**config.mk**
```make
export PLATFORM = sky130hd
export DESIGN_NAME = cfgmem_reader
export DESIGN_NICKNAME = d
export VERILOG_FILES = /design/src/rtl/cfgmem_pkg.sv /design/src/rtl/cfgmem_pwrup.sv /design/src/rtl/cfgmem_store.sv /design/src/rtl/cfgmem_seq.sv /design/src/rtl/cfgmem_reader.sv
export SDC_FILE = /design/constraint.sdc
export NUM_CORES = 1
export LEC_CHECK = 0
export ABC_CLOCK_PERIOD_IN_PS = 3400
export BUFFER_PORTS_ARGS = -buffer_cell sky130_fd_sc_hd__buf_2
export CELL_PAD_IN_SITES_DETAIL_PLACEMENT = 1
export CELL_PAD_IN_SITES_GLOBAL_PLACEMENT = 2
export CORE_MARGIN = 1
export CORE_UTILIZATION = 46
export CTS_CLUSTER_SIZE = 10
export DETAILED_ROUTE_END_ITERATION = 10
export PLACE_DENSITY_LB_ADDON = 0.1
export SYNTH_ARGS = -nofsm -noshare
export SYNTH_HDL_FRONTEND = slang
export SYNTH_SLANG_ARGS = --single-unit
```
**constraint.sdc**
```tcl
create_clock -name clk -period 3.4 [get_ports clk]
set_input_delay 0.51 -clock clk [delete_from_list [all_inputs] [get_ports clk]]
set_output_delay 0.51 -clock clk [all_outputs]
set_load 0.02 [all_outputs]
```
**src/rtl/cfgmem_pkg.sv**
```systemverilog
package cfgmem_pkg;
  localparam int BYTE_W = 8;
  typedef logic [BYTE_W-1:0] byte_t;

  // bit lane inside a byte for a given position, most significant first
  function automatic logic [2:0] lane_of(input logic [2:0] pos);
    return 3'd7 - pos;
  endfunction
endpackage

```
**src/rtl/cfgmem_pwrup.sv**
```systemverilog
module cfgmem_pwrup #(
  parameter int PWRUP_CYCLES = 16
) (
  input  logic clk,
  input  logic rst,
  output logic ready
);
  localparam int PU_W = $clog2(PWRUP_CYCLES + 1);

  logic [PU_W-1:0] cnt;

  always_ff @(posedge clk) begin
    if (rst) begin
      cnt   <= '0;
      ready <= 1'b0;
    end else if (!ready) begin
      cnt <= cnt + 1'b1;
      if (cnt == PU_W'(PWRUP_CYCLES - 1))
        ready <= 1'b1;
    end
  end
endmodule

```
**src/rtl/cfgmem_store.sv**
```systemverilog
module cfgmem_store
  import cfgmem_pkg::*;
#(
  parameter int DEPTH_BYTES = 8,
  localparam int ADDR_W = $clog2(DEPTH_BYTES),
  localparam int BIT_W  = ADDR_W + 3
) (
  input  logic              clk,
  input  logic              wr_en,
  input  logic [ADDR_W-1:0] wr_addr,
  input  byte_t             wr_data,
  input  logic [BIT_W-1:0]  rd_pos,
  output logic              rd_bit
);
  byte_t mem [DEPTH_BYTES];
  byte_t rd_byte;

  always_ff @(posedge clk) begin
    if (wr_en)
      mem[wr_addr] <= wr_data;
  end

  always_comb begin
    rd_byte = mem[rd_pos[BIT_W-1:3]];
    rd_bit  = rd_byte[lane_of(rd_pos[2:0])];
  end
endmodule

```
**src/rtl/cfgmem_seq.sv**
```systemverilog
module cfgmem_seq #(
  parameter int DEPTH_BYTES = 8,
  localparam int BIT_W = $clog2(DEPTH_BYTES) + 3,
  localparam int LAST  = DEPTH_BYTES * 8 - 1
) (
  input  logic             clk,
  input  logic             rst,
  input  logic             ready,
  input  logic             ce_n,
  input  logic             oe_rst_n,
  input  logic             ser_en,
  input  logic             rd_bit,
  output logic [BIT_W-1:0] rd_pos,
  output logic             dout,
  output logic             dout_en,
  output logic             cas_n
);
  logic spent;   // final bit already presented
  logic go;

  assign go = ready && ser_en && !ce_n;

  always_ff @(posedge clk) begin
    if (rst) begin
      rd_pos  <= '0;
      spent   <= 1'b0;
      dout    <= 1'b0;
      dout_en <= 1'b0;
      cas_n   <= 1'b1;
    end else if (!oe_rst_n) begin
      rd_pos  <= '0;
      spent   <= 1'b0;
      dout_en <= 1'b0;
      cas_n   <= 1'b1;
    end else if (go && !spent) begin
      dout    <= rd_bit;
      dout_en <= 1'b1;
      if (rd_pos == BIT_W'(LAST)) begin
        spent <= 1'b1;
        cas_n <= 1'b0;
      end else begin
        rd_pos <= rd_pos + 1'b1;
      end
    end else begin
      dout_en <= 1'b0;
      cas_n   <= spent ? ce_n : 1'b1;
    end
  end
endmodule

```
**src/rtl/cfgmem_reader.sv**
```systemverilog
module cfgmem_reader
  import cfgmem_pkg::*;
#(
  parameter int DEPTH_BYTES  = 8,
  parameter int PWRUP_CYCLES = 16,
  localparam int ADDR_W = $clog2(DEPTH_BYTES),
  localparam int BIT_W  = ADDR_W + 3
) (
  input  logic              clk,
  input  logic              rst,
  input  logic              ce_n,
  input  logic              oe_rst_n,
  input  logic              ser_en,
  input  logic              wr_en,
  input  logic [ADDR_W-1:0] wr_addr,
  input  logic [7:0]        wr_data,
  output logic              dout,
  output logic              dout_en,
  output logic              cas_n,
  output logic              ready
);
  logic [BIT_W-1:0] rd_pos;
  logic             rd_bit;

  cfgmem_pwrup #(.PWRUP_CYCLES(PWRUP_CYCLES)) u_pwrup (
    .clk(clk), .rst(rst), .ready(ready)
  );

  cfgmem_store #(.DEPTH_BYTES(DEPTH_BYTES)) u_store (
    .clk(clk), .wr_en(wr_en), .wr_addr(wr_addr), .wr_data(wr_data),
    .rd_pos(rd_pos), .rd_bit(rd_bit)
  );

  cfgmem_seq #(.DEPTH_BYTES(DEPTH_BYTES)) u_seq (
    .clk(clk), .rst(rst), .ready(ready), .ce_n(ce_n), .oe_rst_n(oe_rst_n),
    .ser_en(ser_en), .rd_bit(rd_bit), .rd_pos(rd_pos), .dout(dout),
    .dout_en(dout_en), .cas_n(cas_n)
  );
endmodule

```
; ---- Yosys cells after proc, flatten, opt, wreduce, memory -nomap -nowiden
; Memories as Yosys holds them, arrays and structs flattened. A register that Yosys moved wholly into a read port is not among the register bits.
; Cells that the tools add are included.
[totals]
mem_count = 1
ramBits = 64
word_cells = 38
in_bits = 17
ff_bits = 16
romBits = 0
latchBits = 0
[classes]
n_div = 0
reduce_logical = 9
shift = 0
bitwise_logic = 2
n_eq_ne = 3
n_mul = 0
n_addsub = 3
n_lt_le_gt_ge = 1
mux = 12
[memory_table]
columns = memory, depth, width, read_ports, rd_clocked_by_memory_dff, write_ports, line
row1 = u_store.mem, 8, 8, 1, 1, 1, cfgmem_store.sv:15  ; byte_t mem [DEPTH_BYTES];
[op_table]
columns = operator, n
row1 = 2-to-1 mux 1 bit, 9
row2 = "adder 6 x 1 -> 6 bit, second input constant", 1
row3 = "equality test 6 bit, second input constant", 1
row4 = 2-to-1 mux 3 bit, 2
row5 = AND reduction 2 bit, 3
row6 = "adder 5 x 1 -> 5 bit, second input constant", 1
row7 = "equality test 5 x 4 -> 1 bit, second input constant", 1
row8 = "< comparator 3 x 4 -> 1 bit, second input constant", 1
row9 = binary-select mux 1 bit (select 3 bit), 1
row10 = logical AND 1 bit, 3
row11 = "subtractor 3 bit, first input constant", 1
row12 = logical NOT 1 bit, 2
row13 = "inequality test 2 bit, second input constant", 1
row14 = NOT 1 bit, 2
row15 = OR reduction 2 bit, 1

; ---- Logic depth before layout (Yosys ltp)
; Gate-level depths: netlist of run 1.
[depth]
ltp_word = 6
mapped_depth = 9
ltp_nobuf = 7

; ---- Cells and area by module
; A second synthesis of run 1 with hierarchy kept.
[hier_totals]
cells_unflattened = 208
area_unflattened_um2 = 3305.7
[by_module_without_submodules]
columns = module, seq_area_each_um2, area_each_um2, n_inst, cells_each
row1 = cfgmem_store, 1921.8, 2561.2, 1, 134
row2 = cfgmem_seq, 200.2, 474.2, 1, 48
row3 = cfgmem_pwrup, 120.1, 270.3, 1, 26

; ---- Worst setup path before layout of run 1
; OpenSTA, ideal clock, no wires.
[synth_path]
kind = reg-to-reg
from = reg u_pwrup.ready
to = reg (tool-made name)
arrival_time_ns = 1.610
path_slack_ns = 1.661
synth_period_minus_slack_ns = 1.739
path_buffers = 1
path_stages_with_launch = 8
path_cell_list = dfxtp_1 -> buf_2 -> nand2_2 -> nor3_4 -> nand2_1 -> or3_1 -> xor2_1 -> nor2_1
[synth_lines]
columns = element, line
row1 = start: declaration, cfgmem_pwrup.sv:6  ; output logic ready
row2 = start signal: assignment, cfgmem_pwrup.sv:15  ; ready <= 1'b0;
row3 = start signal: assignment, cfgmem_pwrup.sv:19  ; ready <= 1'b1;

==> results by group, run 1 <==
Floorplanning
  • # rows: 30
  • Die width: 87.2 µm
  • Initial cell density of the core: 48.4%
  • Core ar.: 6910 µm²
  • Top Ports: 21
  • DIE AREA: 7610 µm²
  • Die Y-Extent: 87.2 µm

Worst hold path
  • HP Class: input port to flop
  • Hold depth: 2

Critical path
  • Worst-path maximum fanout: 32
  • Setup crit end: u_seq.dout$_SDFFE_PP0P_
  • Crit Path Class: flop to flop
  • Critical path endpoint category: flop
  • Required time worst endpoint: 3.70 ns
  • Reg-to-Reg End: u_seq.dout$_SDFFE_PP0P_
  • Crit path buf inv count: 0
  • R2r worst-path depth: 6
  • Slowest stage delay, CP: 0.97 ns
  • CP Cell Sequence: mux2i_1 > mux4_2 > nor3b_1 > a31oi_1 > a31oi_1 > o21ai_1
  • Slowest cell on crit path: dfxtp_2
  • WP data arrival: 2.49 ns
  • Critical Path Source Type: flop
  • Delay-heaviest family, CP: flip-flops
  • Worst R2R Setup Slack: 1.21 ns
  • WP depth: 6
  • Most frequent CP cell: a31oi_1

Logic synthesis
  • Seq/Total Area, Yosys: 68.9%
  • Commonest cells post-synth: edfxtp_1 (64), mux2i_1 (33), nor2_1 (22)
  • Main synth FF type: edfxtp_1
  • Mapped Cells: 228
  • Synth Warn #: 0
  • Post-synth top area share: 57.5%
  • Synth area leader: edfxtp_1
  • Post-Syn Nets: 248
  • Synth Register Bits: 83
  • Asr flop ratio synth: 0%
  • Mapped cell area: 3340 µm²
  • Post-synth EDFFs: 64
  • Mean Syn Cell Area: 14.7 µm²
  • Top cells by area, synth: edfxtp_1 (58%), dfxtp_1 (11%), mux2i_1 (9.9%)
  • Count leader, synth: edfxtp_1
  • Synth cell types: 34

STA
  • Slew margin rel.: 34.0%
  • Max Freq: 0.456 GHz
  • Finish-stage setup viols: 0
  • Final hold vios: 0
  • Least-Margin Pin Slew: 0.986 ns
  • Total negative slack: 0 ns
  • RSZ-0062 raised after global routing: no
  • Pins Over Slew Limit: 0
  • PnR worst setup slack: 1.21 ns
  • Worst Skew: 0.00561 ns
  • Crit share post-route: 64.6%
  • Tmin final: 2.19 ns

Power and ir drop
  • Power Density: 499 nW/µm²
  • Peak supply drop: 0.000280 V
  • Leakage: 1.17 nW

Clock network
  • Setup bufs post-CTS: 0
  • Worst-Skew Late Latency: 0.36 ns
  • Post-CTS Hold Fix Bufs: 0
  • Post-CTS Resized: 0
  • CTS clk-pin slew, worst paths: 0.09 ns
  • Clk root buf: clkbuf_8
  • CTS H-tree depth: 3
  • Clk sinks: 83
  • Maximum clock path buffer count: 2
  • CTS tree: yes
  • CTS buffer count: 9

Placed design
  • Pre-CTS WS: 1.21 ns
  • Number of I/O port buffers: 20
  • Routability cong.: 0.715
  • Hpwl dp: 4300 µm

Routing
  • Antenna Nets Post-Route: 0
  • Post-DR vias/cell: 5.25
  • Via count: 1852
  • DRT Wirelength: 6460 µm
  • Remaining DRCs: 0
  • Drt pass-1 iters: 4
  • DR iter-0 viols: 64
  • WL/cell: 18.3 µm

Cells and area
  • Antenna Cells: 0
  • Area growth, synth to finish: 10.6%
  • Final #Nets: 272
  • Share of cells above drive strength 1: 17.5%
  • Final core occ: 53.5%

GRT
  • Pin count of the biggest net entering global routing: 33
  • Antenna violations before repair: 0
  • GRT Residual Overflow: 0
  • All-Layer GR Usage: 18.9%
  • First-pass GRT wire length: 10000 µm
  • Vias in the first global route: 1910

Status
  • Status: completed

Run
  • # Max-Cap Violations: 0
-- cell type report --
type | count | area (µm²)
fillers | 714 | 3210
flip-flops and latches | 83 | 2300
multi-input cells | 133 | 965
clock buffers | 9 | 124
well taps | 96 | 120
repair buffers | 22 | 115
clock inverters | 7 | 58.8
inverters | 3 | 11.3
-- metrics by stage --
stage | instances | power [mW] | cell area [µm²] | hold WS (ns)
global route | 353 | 1.90 | 3700 | 0.414
finish | 353 | 1.84 | 3700 | 0.408
CTS | 353 | 1.86 | 3700 | 0.401
floorplan | 228 | 1.18 | 3340 | 0.454
detailed placement | 337 | 1.21 | 3510 | 0.495
global placement | 337 | 1.20 | 3510 | 0.466
-- flip-flops by register name (all words and copies together), names as in the netlist, named ones only --
signal and cells:
u_pwrup.cnt 5, u_store.mem 64, u_pwrup.ready 1, u_seq.spent 1, u_seq.dout 1, u_seq.dout_en 1, u_seq.cas_n 1, u_seq.rd_pos 6
-- logic make-up (layout without fill, tap and decap cells) --
kind of cell | Yosys count | in the layout | synth area share (%)
AND/OR/NAND/NOR | 69 | 69 | 10.3
adder cells (fa/ha/maj) | 3 | 3 | 1.12
multiplexers | 37 | 37 | 12.6
buffers and inverters | 12 | 41 | 2.25
AO/OA/AOI/OAI | 18 | 18 | 3.29
XOR/XNOR | 6 | 6 | 1.57
flip-flops | 83 | 83 | 68.9
-- how the worst min path moves through the flow --
stage                                            from                          end  slack, ns
after floorplan           u_pwrup.cnt[4]$_SDFFE_PP0N_  u_pwrup.cnt[4]$_SDFFE_PP0N_       0.45
after global placement    u_pwrup.cnt[4]$_SDFFE_PP0N_  u_pwrup.cnt[4]$_SDFFE_PP0N_       0.47
after detailed placement  u_pwrup.cnt[4]$_SDFFE_PP0N_  u_pwrup.cnt[4]$_SDFFE_PP0N_       0.50
after CTS                                  wr_data[7]  u_store.mem[3][7]$_DFFE_PP_       0.40
after global routing                       wr_data[7]  u_store.mem[3][7]$_DFFE_PP_       0.41
final                                             rst  u_pwrup.cnt[2]$_SDFFE_PP0N_       0.41
-- metal layers --
layer  up-vias  track usage, %  share of wire [%]
li1        897               -                  -
met1       915            22.6                 44
met2        33            33.2                 52
met3         7            3.70                2.9
met4         0            8.49                1.2
met5         -               0                  0
-- report_power, final --
part           total, mW  switching (mW)  internal, mW
Clock              0.658           0.382         0.276
Sequential          1.13         0.00959          1.12
Combinational     0.0565          0.0358        0.0208
Total               1.84           0.427          1.42
-- worst reg2reg max path: stages (launching register included) --
cell	delay [ns]
dfxtp_2	0.97
mux2i_1	0.18
mux4_2	0.48
nor3b_1	0.15
a31oi_1	0.19
a31oi_1	0.10
o21ai_1	0.08
-- cell usage in the layout (no fill, tap or decap), types with 2 or more instances in the layout --
cell type,synthesis,final
a22oi_1,4,4
nand2_1,11,11
buf_4,3,2
xor2_1,4,4
inv_6,0,4
mux2i_1,33,33
nand2b_1,7,7
nor3_1,4,4
mux4_2,4,4
ha_1,3,3
dfxtp_1,19,18
buf_2,2,20
a31oi_1,2,2
edfxtp_1,64,64
a21oi_1,6,6
nand3_1,13,13
o21ai_0,2,2
nor2_1,22,22
clkbuf_8,0,9
and3_1,2,2
nor2b_1,3,3
inv_1,3,3
xnor2_1,2,2
clkinvlp_4,0,2
Power figures use the tool's default switching activity.
==> run 2: changes to the inputs <==
Settings changed: ABC_CLOCK_PERIOD_IN_PS 3400 to 2200, CORE_UTILIZATION 46 to 43.
Clock period 3.4 ns to 2.2 ns, I/O delays scaled along.
==> results by group, run 2 (synthesis gave the netlist of run 1 again) <==
STA
  • Crit share post-route: 80.4% (+16 points)
  • Least-Margin Pin Slew: 0.419 ns (-0.567 ns)
  • Pins Over Slew Limit: 0 (unchanged)
  • Tmin final: 1.77 ns (-0.426 ns)
  • PnR worst setup slack: 0.432 ns (-0.774 ns)
  • Worst Skew: 0.00607 ns (+0.000462 ns)
  • RSZ-0062 raised after global routing: no
  • Slew margin rel.: 72.0% (+38 points)
  • Finish-stage setup viols: 0 (unchanged)
  • Max Freq: 0.565 GHz (+24%)
  • Final hold vios: 0 (unchanged)
  • Total negative slack: 0 ns (unchanged)

Run
  • # Max-Cap Violations: 0 (unchanged)

Clock network
  • Setup bufs post-CTS: 0 (unchanged)
  • CTS clk-pin slew, worst paths: 0.09 ns (about the same)
  • Maximum clock path buffer count: 2 (unchanged)
  • CTS tree: yes
  • Clk sinks: 83 (unchanged)
  • Post-CTS Resized: 0 (unchanged)
  • Worst-Skew Late Latency: 0.36 ns (about the same)
  • CTS buffer count: 9 (unchanged)
  • Post-CTS Hold Fix Bufs: 0 (unchanged)
  • CTS H-tree depth: 3 (unchanged)
  • Clk root buf: clkbuf_8

Placed design
  • Number of I/O port buffers: 20 (unchanged)
  • Hpwl dp: 4340 µm (+0.93%)
  • Routability cong.: 0.718 (+0.46%)
  • Pre-CTS WS: 0.462 ns (-0.747 ns)

Cells and area
  • Area growth, synth to finish: 14.8%
  • Largest reg by FF count: u_store.mem
  • Most frequent cells in the layout: edfxtp_1 (64), mux2i_1 (33), nor2_1 (22), buf_2 (20), dfxtp_1 (18)
  • Final #Nets: 286 (+5.1%)
  • Max FFs per register: 64 (unchanged)
  • Share of cells above drive strength 1: 21.4% (+3.9 points)
  • Antenna Cells: 0 (unchanged)
  • Fillers: 735 (+2.9%)
  • Final core occ: 52.1% (-1.5 points)
  • Biggest regs: u_store.mem: 64 flops, u_seq.rd_pos: 6 flops, u_pwrup.cnt: 5 flops
  • Commonest non-fill, non-tap cell in the layout: edfxtp_1

Routing
  • WL/cell: 17.4 µm (-4.8%)
  • Via count: 1898 (+2.5%)
  • Antenna Nets Post-Route: 0 (unchanged)
  • Post-DR vias/cell: 5.13 (-2.2%)
  • DR iter-0 viols: 63 (-1.6%)
  • DRT Wirelength: 6440 µm (-0.17%)
  • Drt pass-1 iters: 4 (unchanged)
  • Remaining DRCs: 0 (unchanged)

Critical path
  • CP Cell Sequence: ha_1 > and3_1 > nand3_1 > nand2_1 > or3_1 > xor2_1 > nor2_1
  • R2r worst-path depth: 7 (+1)
  • WP depth: 7 (+1)
  • Critical path origin: u_seq.rd_pos[0]$_SDFFE_PP0N_
  • WP data arrival: 2.06 ns (-0.43 ns)
  • Slowest stage delay, CP: 0.40 ns (-0.57 ns)
  • Slowest cell on crit path: dfxtp_1
  • RR Startpoint: u_seq.rd_pos[0]$_SDFFE_PP0N_
  • Worst R2R Setup Slack: 0.43 ns (-0.77 ns)
  • Worst-path maximum fanout: 8 (-75%)
  • Crit path buf inv count: 0 (unchanged)
  • Delay-heaviest family, CP: simple AND/OR/NAND/NOR gates
  • Critical Path Source Type: flop
  • Critical path endpoint category: flop
  • Crit Path Class: flop to flop
  • Required time worst endpoint: 2.49 ns (-1.21 ns)

Floorplanning
  • Die width: 90.2 µm (+3.4%)
  • # rows: 31 (+3.3%)
  • Core ar.: 7370 µm² (+6.7%)
  • DIE AREA: 8130 µm² (+6.8%)
  • Initial cell density of the core: 45.3% (-3.0 points)
  • Top Ports: 21 (unchanged)
  • Die Y-Extent: 90.2 µm (+3.4%)

Power and ir drop
  • Leakage: 1.26 nW (+7.5%)
  • Peak supply drop: 0.000473 V (+69%)
  • Power Density: 767 nW/µm² (+54%)

GRT
  • First-pass GRT wire length: 10600 µm (+5.2%)
  • Antenna violations before repair: 0 (unchanged)
  • Pin count of the biggest net entering global routing: 33 (unchanged)
  • All-Layer GR Usage: 17.6% (-1.4 points)
  • GRT Residual Overflow: 0 (unchanged)
  • Vias in the first global route: 2003 (+4.9%)

Worst hold path
  • HP Class: input port to flop

Status
  • Status: completed
run 2: cell types whose count changed in the layout (fill, tap and decap cells not counted):
cell and change:
buf_12 +1, inv_6 -1, clkbuf_1 +1, buf_4 +13, clkinvlp_4 -1, bufinv_16 +1
run 2: routing by layer:
| metal | global-route usage, % | share of wire (%) | wire length, µm |
|---|---|---|---|
| met1 | 22.8 | 47 | 3060 |
| met2 | 28.2 | 48 | 3110 |
| met3 | 5.33 | 3.0 | 195 |
| met4 | 5.65 | 1.2 | 80 |
| met5 | 0 | 0 | 0 |
run 2: final cells by class:
type                            count  area [µm²]  area share (%)
Inverter                            3        11.3           0.294
Tap cell                           99         124            3.23
Clock inverter                      6        72.6            1.89
Multi-Input combinational cell    133         965            25.1
Sequential cell                    83        2300            60.0
Clock buffer                       10         128            3.33
Timing Repair Buffer               36         233            6.07
run 2: metrics by stage:
stage	hold slack, ns	cell area (µm²)	total power, mW	std cells
after floorplan	0.429	3340	1.82	228
after global placement	0.467	3640	1.87	354
after detailed placement	0.485	3640	1.87	354
after CTS	0.223	3840	2.98	370
after global routing	0.231	3840	3.05	370
final	0.237	3840	2.94	370
run 2: power breakdown:
part	internal [mW]	switching (mW)
clock	0.539	0.568
sequential	1.73	0.0127
combinational	0.0360	0.0576
total	2.30	0.638
run 2: worst min path at each step:
stage / startpoint / end / slack [ns] / cells past startpoint
floorplan: wr_data[0] / u_store.mem[0][0]$_DFFE_PP_ / 0.43 / 0
global placement: u_pwrup.cnt[4]$_SDFFE_PP0N_ / u_pwrup.cnt[4]$_SDFFE_PP0N_ / 0.47 / 2
detailed placement: u_pwrup.cnt[4]$_SDFFE_PP0N_ / u_pwrup.cnt[4]$_SDFFE_PP0N_ / 0.49 / 2
CTS: ce_n / u_seq.cas_n$_SDFFE_PP1P_ / 0.22 / 3
global route: wr_data[5] / u_store.mem[2][5]$_DFFE_PP_ / 0.23 / 1
finish: wr_data[4] / u_store.mem[7][4]$_DFFE_PP_ / 0.24 / 1
